File: config.mk
export PLATFORM = sky130hd
export DESIGN_NAME = page_layout_remap
export DESIGN_NICKNAME = d
export VERILOG_FILES = /design/src/rtl/remap_pkg.sv /design/src/rtl/remap_ctrl.sv /design/src/rtl/remap_dp.sv /design/src/rtl/page_layout_remap.sv
export SDC_FILE = /design/constraint.sdc
export NUM_CORES = 1
export LEC_CHECK = 0
export BUFFER_PORTS_ARGS = -buffer_cell sky130_fd_sc_hd__buf_2
export CORE_MARGIN = 4
export CORE_UTILIZATION = 60
export DETAILED_ROUTE_END_ITERATION = 16
export MAX_ROUTING_LAYER = met4
export PLACE_DENSITY = 0.81
export SYNTH_ARGS = -nofsm -noshare
export SYNTH_HDL_FRONTEND = slang
export SYNTH_SLANG_ARGS = --single-unit
export TNS_END_PERCENT = 30
File: constraint.sdc
create_clock -name clk -period 40.6 [get_ports clk]
set_input_delay 8.12 -clock clk [delete_from_list [all_inputs] [get_ports clk]]
set_output_delay 8.12 -clock clk [all_outputs]
set_load 0.1 [all_outputs]
File: src/rtl/remap_pkg.sv
package remap_pkg;
  typedef enum logic [1:0] {
    SEC_DATA  = 2'd0,
    SEC_SPARE = 2'd1,
    SEC_ECC   = 2'd2
  } sec_e;

  typedef struct packed {
    logic kick;
    logic fire;
  } strobe_t;
endpackage

File: src/rtl/remap_ctrl.sv
module remap_ctrl
  import remap_pkg::*;
#(
  parameter int CHUNK_W = 4,
  parameter int LEN_W   = 9
) (
  input  logic                    clk,
  input  logic                    rstN,
  input  logic                    start,
  input  logic                    cfgErr,
  input  logic                    cfgToFlash,
  input  logic                    cfgRawOob,
  input  logic [CHUNK_W-1:0]      cfgChunks,
  input  logic [2:0][LEN_W-1:0]   regLen,
  input  logic [2:0][LEN_W-1:0]   lastLen,
  input  logic                    inValid,
  output logic                    inReady,
  output logic                    busy,
  output logic                    done,
  output sec_e                    curSec,
  output logic [CHUNK_W-1:0]      curChunk,
  output logic [LEN_W-1:0]        curOff,
  output logic                    isLast,
  output logic                    userOrder,
  output logic                    rawMode,
  output strobe_t                 strb
);
  logic               busyQ, doneQ, userQ, rawQ;
  logic [CHUNK_W-1:0] chunkQ;
  sec_e               secQ;
  logic [LEN_W-1:0]   offQ;
  logic [LEN_W-1:0]   curLen;
  logic               lastChunk, fire, endOfSec, finalSec, kick;
  sec_e               secAfter;

  always_comb begin
    lastChunk = (chunkQ == cfgChunks - CHUNK_W'(1));
    unique case (secQ)
      SEC_DATA:  curLen = lastChunk ? lastLen[0] : regLen[0];
      SEC_SPARE: curLen = lastChunk ? lastLen[1] : regLen[1];
      default:   curLen = lastChunk ? lastLen[2] : regLen[2];
    endcase
    unique case (secQ)
      SEC_DATA:  secAfter = SEC_SPARE;
      default:   secAfter = SEC_ECC;
    endcase
    inReady  = busyQ && (curLen != '0);
    fire     = inReady && inValid;
    endOfSec = busyQ && ((curLen == '0) || (fire && offQ == curLen - LEN_W'(1)));
    finalSec = lastChunk && (secQ == SEC_ECC);
    kick     = !busyQ && start && !cfgErr;
  end

  always_ff @(posedge clk) begin
    if (!rstN) begin
      busyQ  <= 1'b0;
      doneQ  <= 1'b0;
      userQ  <= 1'b0;
      rawQ   <= 1'b0;
      chunkQ <= '0;
      secQ   <= SEC_DATA;
      offQ   <= '0;
    end else begin
      doneQ <= 1'b0;
      if (kick) begin
        busyQ  <= 1'b1;
        chunkQ <= '0;
        offQ   <= '0;
        rawQ   <= cfgRawOob;
        userQ  <= cfgToFlash && !cfgRawOob;
        secQ   <= cfgRawOob ? SEC_SPARE : SEC_DATA;
      end else if (endOfSec) begin
        offQ <= '0;
        if (finalSec) begin
          busyQ <= 1'b0;
          doneQ <= 1'b1;
        end else if (userQ) begin
          if (lastChunk) begin
            chunkQ <= '0;
            secQ   <= secAfter;
          end else begin
            chunkQ <= chunkQ + CHUNK_W'(1);
          end
        end else if (secQ == SEC_ECC) begin
          chunkQ <= chunkQ + CHUNK_W'(1);
          secQ   <= rawQ ? SEC_SPARE : SEC_DATA;
        end else begin
          secQ <= secAfter;
        end
      end else if (fire) begin
        offQ <= offQ + LEN_W'(1);
      end
    end
  end

  assign busy      = busyQ;
  assign done      = doneQ;
  assign curSec    = secQ;
  assign curChunk  = chunkQ;
  assign curOff    = offQ;
  assign isLast    = lastChunk;
  assign userOrder = userQ;
  assign rawMode   = rawQ;
  assign strb.kick = kick;
  assign strb.fire = fire;
endmodule

File: src/rtl/remap_dp.sv
module remap_dp
  import remap_pkg::*;
#(
  parameter int DATA_W         = 64,
  parameter int ADDR_W         = 12,
  parameter int CHUNK_W        = 4,
  parameter int LEN_W          = 9,
  parameter int MAX_DATA_WORDS = 256
) (
  input  logic                  clk,
  input  logic                  rstN,
  input  strobe_t               strb,
  input  sec_e                  curSec,
  input  logic [CHUNK_W-1:0]    curChunk,
  input  logic [LEN_W-1:0]      curOff,
  input  logic                  isLast,
  input  logic                  userOrder,
  input  logic                  rawMode,
  input  logic [CHUNK_W-1:0]    cfgChunks,
  input  logic [2:0][LEN_W-1:0] regLen,
  input  logic [2:0][LEN_W-1:0] lastLen,
  input  logic [ADDR_W-1:0]     cfgPageWords,
  input  logic [DATA_W-1:0]     inWord,
  output logic                  cfgErr,
  output logic                  outWe,
  output logic [ADDR_W-1:0]     outAddr,
  output logic [DATA_W-1:0]     outWord,
  output logic                  markHit,
  output logic [ADDR_W-1:0]     markAddr,
  output logic                  markInData
);
  localparam int SUM_W = LEN_W + CHUNK_W + 2;
  localparam int MAXV  = MAX_DATA_WORDS;

  logic [CHUNK_W-1:0]    lastIdx;
  logic [2:0][SUM_W-1:0] secTot;
  logic [SUM_W-1:0]      pageTot, span, chunkBase;
  logic [SUM_W-1:0]      secOff, regionBase, regSel, flashAddr, userAddr, dest;
  logic [SUM_W-1:0]      rawCnt;
  logic [2:0][LEN_W-1:0] useLen;
  logic                  oversize, hitNow;

  assign lastIdx = cfgChunks - CHUNK_W'(1);

  for (genvar g = 0; g < 3; g++) begin : g_sec
    assign secTot[g] = SUM_W'(lastIdx) * SUM_W'(regLen[g]) + SUM_W'(lastLen[g]);
    assign useLen[g] = isLast ? lastLen[g] : regLen[g];
  end

  always_comb begin
    pageTot  = secTot[0] + secTot[1] + secTot[2];
    span     = SUM_W'(regLen[0]) + SUM_W'(regLen[1]) + SUM_W'(regLen[2]);
    oversize = (SUM_W'(regLen[0]) > SUM_W'(MAXV)) || (SUM_W'(lastLen[0]) > SUM_W'(MAXV));
    cfgErr   = (cfgChunks == '0) || (pageTot != SUM_W'(cfgPageWords)) || oversize;

    unique case (curSec)
      SEC_DATA: begin
        secOff     = '0;
        regionBase = '0;
        regSel     = SUM_W'(regLen[0]);
      end
      SEC_SPARE: begin
        secOff     = SUM_W'(useLen[0]);
        regionBase = secTot[0];
        regSel     = SUM_W'(regLen[1]);
      end
      default: begin
        secOff     = SUM_W'(useLen[0]) + SUM_W'(useLen[1]);
        regionBase = secTot[0] + secTot[1];
        regSel     = SUM_W'(regLen[2]);
      end
    endcase

    chunkBase = SUM_W'(curChunk) * span;
    flashAddr = chunkBase + secOff + SUM_W'(curOff);
    userAddr  = regionBase + SUM_W'(curChunk) * regSel + SUM_W'(curOff);
    if (rawMode)        dest = secTot[0] + rawCnt;
    else if (userOrder) dest = flashAddr;
    else                dest = userAddr;
    hitNow = strb.fire && (flashAddr == secTot[0]);
  end

  always_ff @(posedge clk) begin
    if (!rstN) begin
      rawCnt     <= '0;
      outWe      <= 1'b0;
      outAddr    <= '0;
      outWord    <= '0;
      markHit    <= 1'b0;
      markAddr   <= '0;
      markInData <= 1'b0;
    end else begin
      if (strb.kick)                rawCnt <= '0;
      else if (strb.fire && rawMode) rawCnt <= rawCnt + SUM_W'(1);
      outWe      <= strb.fire;
      markHit    <= hitNow;
      markInData <= hitNow && (curSec == SEC_DATA);
      if (strb.fire) begin
        outAddr <= dest[ADDR_W-1:0];
        outWord <= inWord;
      end
      if (hitNow) markAddr <= userAddr[ADDR_W-1:0];
    end
  end
endmodule

File: src/rtl/page_layout_remap.sv
module page_layout_remap
  import remap_pkg::*;
#(
  parameter int DATA_W         = 64,
  parameter int ADDR_W         = 12,
  parameter int CHUNK_W        = 4,
  parameter int LEN_W          = 9,
  parameter int MAX_DATA_WORDS = 256
) (
  input  logic               clk,
  input  logic               rstN,
  input  logic [CHUNK_W-1:0] cfgChunks,
  input  logic [LEN_W-1:0]   cfgDataLen,
  input  logic [LEN_W-1:0]   cfgSpareLen,
  input  logic [LEN_W-1:0]   cfgEccLen,
  input  logic [LEN_W-1:0]   cfgLastData,
  input  logic [LEN_W-1:0]   cfgLastSpare,
  input  logic [LEN_W-1:0]   cfgLastEcc,
  input  logic [ADDR_W-1:0]  cfgPageWords,
  input  logic               cfgToFlash,
  input  logic               cfgRawOob,
  input  logic               start,
  input  logic               inValid,
  input  logic [DATA_W-1:0]  inWord,
  output logic               inReady,
  output logic               busy,
  output logic               done,
  output logic               cfgErr,
  output logic               outWe,
  output logic [ADDR_W-1:0]  outAddr,
  output logic [DATA_W-1:0]  outWord,
  output logic               markHit,
  output logic [ADDR_W-1:0]  markAddr,
  output logic               markInData
);
  logic [2:0][LEN_W-1:0] regLen, lastLen;
  strobe_t               strb;
  sec_e                  curSec;
  logic [CHUNK_W-1:0]    curChunk;
  logic [LEN_W-1:0]      curOff;
  logic                  isLast, userOrder, rawMode;

  assign regLen  = {cfgEccLen, cfgSpareLen, cfgDataLen};
  assign lastLen = {cfgLastEcc, cfgLastSpare, cfgLastData};

  remap_ctrl #(.CHUNK_W(CHUNK_W), .LEN_W(LEN_W)) u_ctrl (
    .clk(clk), .rstN(rstN), .start(start), .cfgErr(cfgErr),
    .cfgToFlash(cfgToFlash), .cfgRawOob(cfgRawOob), .cfgChunks(cfgChunks),
    .regLen(regLen), .lastLen(lastLen), .inValid(inValid),
    .inReady(inReady), .busy(busy), .done(done),
    .curSec(curSec), .curChunk(curChunk), .curOff(curOff), .isLast(isLast),
    .userOrder(userOrder), .rawMode(rawMode), .strb(strb)
  );

  remap_dp #(.DATA_W(DATA_W), .ADDR_W(ADDR_W), .CHUNK_W(CHUNK_W), .LEN_W(LEN_W),
             .MAX_DATA_WORDS(MAX_DATA_WORDS)) u_dp (
    .clk(clk), .rstN(rstN), .strb(strb), .curSec(curSec), .curChunk(curChunk),
    .curOff(curOff), .isLast(isLast), .userOrder(userOrder), .rawMode(rawMode),
    .cfgChunks(cfgChunks), .regLen(regLen), .lastLen(lastLen),
    .cfgPageWords(cfgPageWords), .inWord(inWord), .cfgErr(cfgErr),
    .outWe(outWe), .outAddr(outAddr), .outWord(outWord),
    .markHit(markHit), .markAddr(markAddr), .markInData(markInData)
  );
endmodule

==> qor.csv <==
stage;metric;value;unit
status;status;finished, final reports clean;
yosys;yosysSeqAreaShare;0.1556;
clock_tree;cts.sinks;122;
yosys;yosysWarnings;0;
sta;fin_tns_setup;0;ns
worst_setup_path;critPathMaxStageDelay;0.54;ns
worst_setup_path;criticalPathCategory;input port to primary output;
sta;hold_ws;0.4606;ns
cells_and_area;nets;2507;
worst_setup_path;r2r_cells;31;
global_routing;grt_pass1_wl;71.93;mm
sta;hold_viol;0;
job;max_cap_violations;0;
worst_setup_path;crit_fanout;24;
global_routing;grt_pass1_vias;13670;
clock_tree;cts.path.max_buffers;2;
route;firstDrtPassIters;7;
worst_setup_path;endpoint;cfgErr;
route;dr_total_vias;13790;
route;avgRoutedWirePerCell;19.01;um
global_routing;grtUsageTotal;0.3262;
global_routing;grt-ovfl-total;0;
clock_tree;clk_latency;0.43;ns
worst_setup_path;startpoint;cfgChunks[0];
die;die-area;0.02881;mm2
route;vias_per_cell;5.748;
worst_setup_path;r2r-end;u_dp.markAddr[4];
worst_setup_path;slowest_stage;fa_1;
cells_and_area;antenna_cells;0;
yosys;synth-main-ff-cell;dfxtp_1;
min_path;hp-class;register to register;
sta;timing.final.crit_share;0.6661;
yosys;synth_top_area_share;0.2092;
sta;setup_viol;0;
worst_setup_path;cp-end-kind;primary output;
sta;finClkSkew;0.02063;ns
yosys;synth.distinct_cells;81;
yosys;synth_edf_count;0;
global_routing;antenna_found_initial;0;
sta;slew_viol_final;0;
clock_tree;cts_hold_buf;0;
clock_tree;numCtsBuffers;17;
global_routing;grt_max_degree;99;
clock_tree;cts_resized;0;
cells_and_area;area_growth;12.55;%
yosys;synthesis.nets;2312;
cells_and_area;layout_commonest_cell;inv_1;
clock_tree;root_buffer;clkbuf_16;
die;start_util;0.6162;
sta;tightest_slew;1.205;ns
route;drt-initial-drc-count;1125;
sta;max_freq;0.03698;GHz
sta;rsz0062_at_grt;no;
cells_and_area;final_cell_mix;inv_1 (273), nand2_1 (267), buf_2 (234), fa_1 (164), ha_1 (146);
placement;dp.cells;2368;
sta;fin_crit;27.04;ns
yosys;synth_top_cell_by_area;fa_1;
placement;dpl.hpwl;36.73;mm
worst_setup_path;worstSetupStartpointType;input port;
yosys;syn_area_per_cell;8.430;um2
yosys;netlist_top_cells_area;fa_1 (21%), dfxtp_1 (16%), ha_1 (12%);
worst_setup_path;cp_data_required_time;32.48;ns
clock_tree;post_cts_buffers;0;
die;num_io_pins;235;
worst_setup_path;timing.rr.start;u_ctrl.curChunk[2];
placement;gp_congestion;0.9910;
route;antenna_left;0;
die;die_width;169.7;um
cells_and_area;layout-drive-gt1-share;0.1493;
placement;portBuffers;234;
clock_tree;cts_tree;yes;
yosys;syn_area;0.01570;mm2
route;drc_errors;0;
die;die_height;169.7;um
yosys;yosys_register_bits;122;
clock_tree;cts_htree_levels;4;
yosys;async_reset_ff_frac;0;
die;rows;58;
sta;maxSlewHeadroom;0.1909;
clock_tree;path_clk_slew;0.06;ns
worst_setup_path;cp.arrival;18.92;ns
route;routed_wl;45.63;mm
cells_and_area;finalNonFillerCells;2400;
yosys;syn_inst;1862;
worst_setup_path;rrSetupSlack;30.57;ns
die;core_area;0.02547;mm2
-- kinds of logic (layout without fill, tap and decap cells) --
family	count (synthesis)	count (layout)	synth area share
mux	44	44	0.02909
flops	122	122	0.1556
compound gates	335	335	0.1456
xor+xnor	146	146	0.08513
fa+ha+maj	310	310	0.3255
simple gates	558	558	0.1736
buf+inv	347	555	0.08537
-- final cells by class --
type / count / area, um2
multi-input combinational: 1393 / 11920
fill: 2043 / 7805
sequential: 122 / 2442
timing repair buffer: 250 / 1291
inverter: 273 / 1025
clock buffer: 17 / 425.4
tap: 330 / 412.9
clock inverter: 15 / 152.6
-- per-stage QoR --
step / cell area, um2 / setup WS, ns / util
4_1_cts: 17670 / 13.68 / 0.6936
6_report: 17670 / 13.56 / 0.6936
3_3_place_gp: 17090 / 13.97 / 0.6709
5_1_grt: 17670 / 12.82 / 0.6936
2_1_floorplan: 15700 / 13.61 / -
3_5_place_dp: 17090 / 13.70 / 0.6709
-- state kept, by name, indices dropped and copies added (netlist names) --
| name | cells |
|---|---|
| u_ctrl.rawMode | 1 |
| u_dp.markAddr | 12 |
| u_ctrl.curChunk | 4 |
| u_dp.rawCnt | 12 |
| u_ctrl.curOff | 9 |
| u_dp.markHit | 1 |
| u_dp.outWord | 64 |
| u_dp.outAddr | 12 |
| u_ctrl.curSec | 2 |
| u_ctrl.userOrder | 1 |
| u_ctrl.done | 1 |
| u_dp.markInData | 1 |
| u_dp.outWe | 1 |
| u_ctrl.busy | 1 |
-- routing by layer --
metal / vias up / part of all wire / wire length, um / track usage
li1: 6433 / - / - / -
met1: 6507 / 0.39 / 17710 / 0.3957
met2: 695 / 0.46 / 20820 / 0.5282
met3: 159 / 0.094 / 4269 / 0.05660
met4: 0 / 0.062 / 2831 / 0.1586
met5: - / 0 / 0 / -
-- how the worst min path moves through the flow --
stage | endpoint | startpoint | cells after the start
2_1_floorplan | u_dp.rawCnt[6] | u_dp.rawCnt[6] | 2
3_3_place_gp | u_dp.outWord[44] | u_dp.outWord[44] | 2
3_5_place_dp | u_dp.outWord[29] | u_dp.outWord[29] | 2
4_1_cts | u_dp.outWord[3] | u_dp.outWord[3] | 2
5_1_grt | u_dp.outWord[45] | u_dp.outWord[45] | 2
6_report | u_dp.outWord[3] | u_dp.outWord[3] | 2
-- Yosys cell counts, types with 9 or more instances --
cell type  count
a211oi_1      20
a21boi_0      71
a21o_1        23
a21oi_1       77
and2_1        73
and3_1        11
clkbuf_1      55
dfxtp_1      122
fa_1         164
ha_1         146
inv_1        273
mux2i_1       40
nand2_1      267
nand2b_1      23
nand3_1       16
nand4_1        9
nor2_1        55
nor2b_1       53
nor3_1        16
o21ai_0       47
o21bai_1      30
xnor2_1       86
xor2_1        55
-- critical path: cells and delay by family --
kind	cells	cell delay, ns
AO/OA/AOI/OAI	9	1.90
buffers and inverters	10	1.77
adder cells (fa/ha/maj)	13	5.37
XOR/XNOR	3	0.94
AND/OR/NAND/NOR	4	0.83
Power is left out: the tool's default activity adds up to more than one toggle a clock period on the data nets, which glitch-free logic cannot reach.
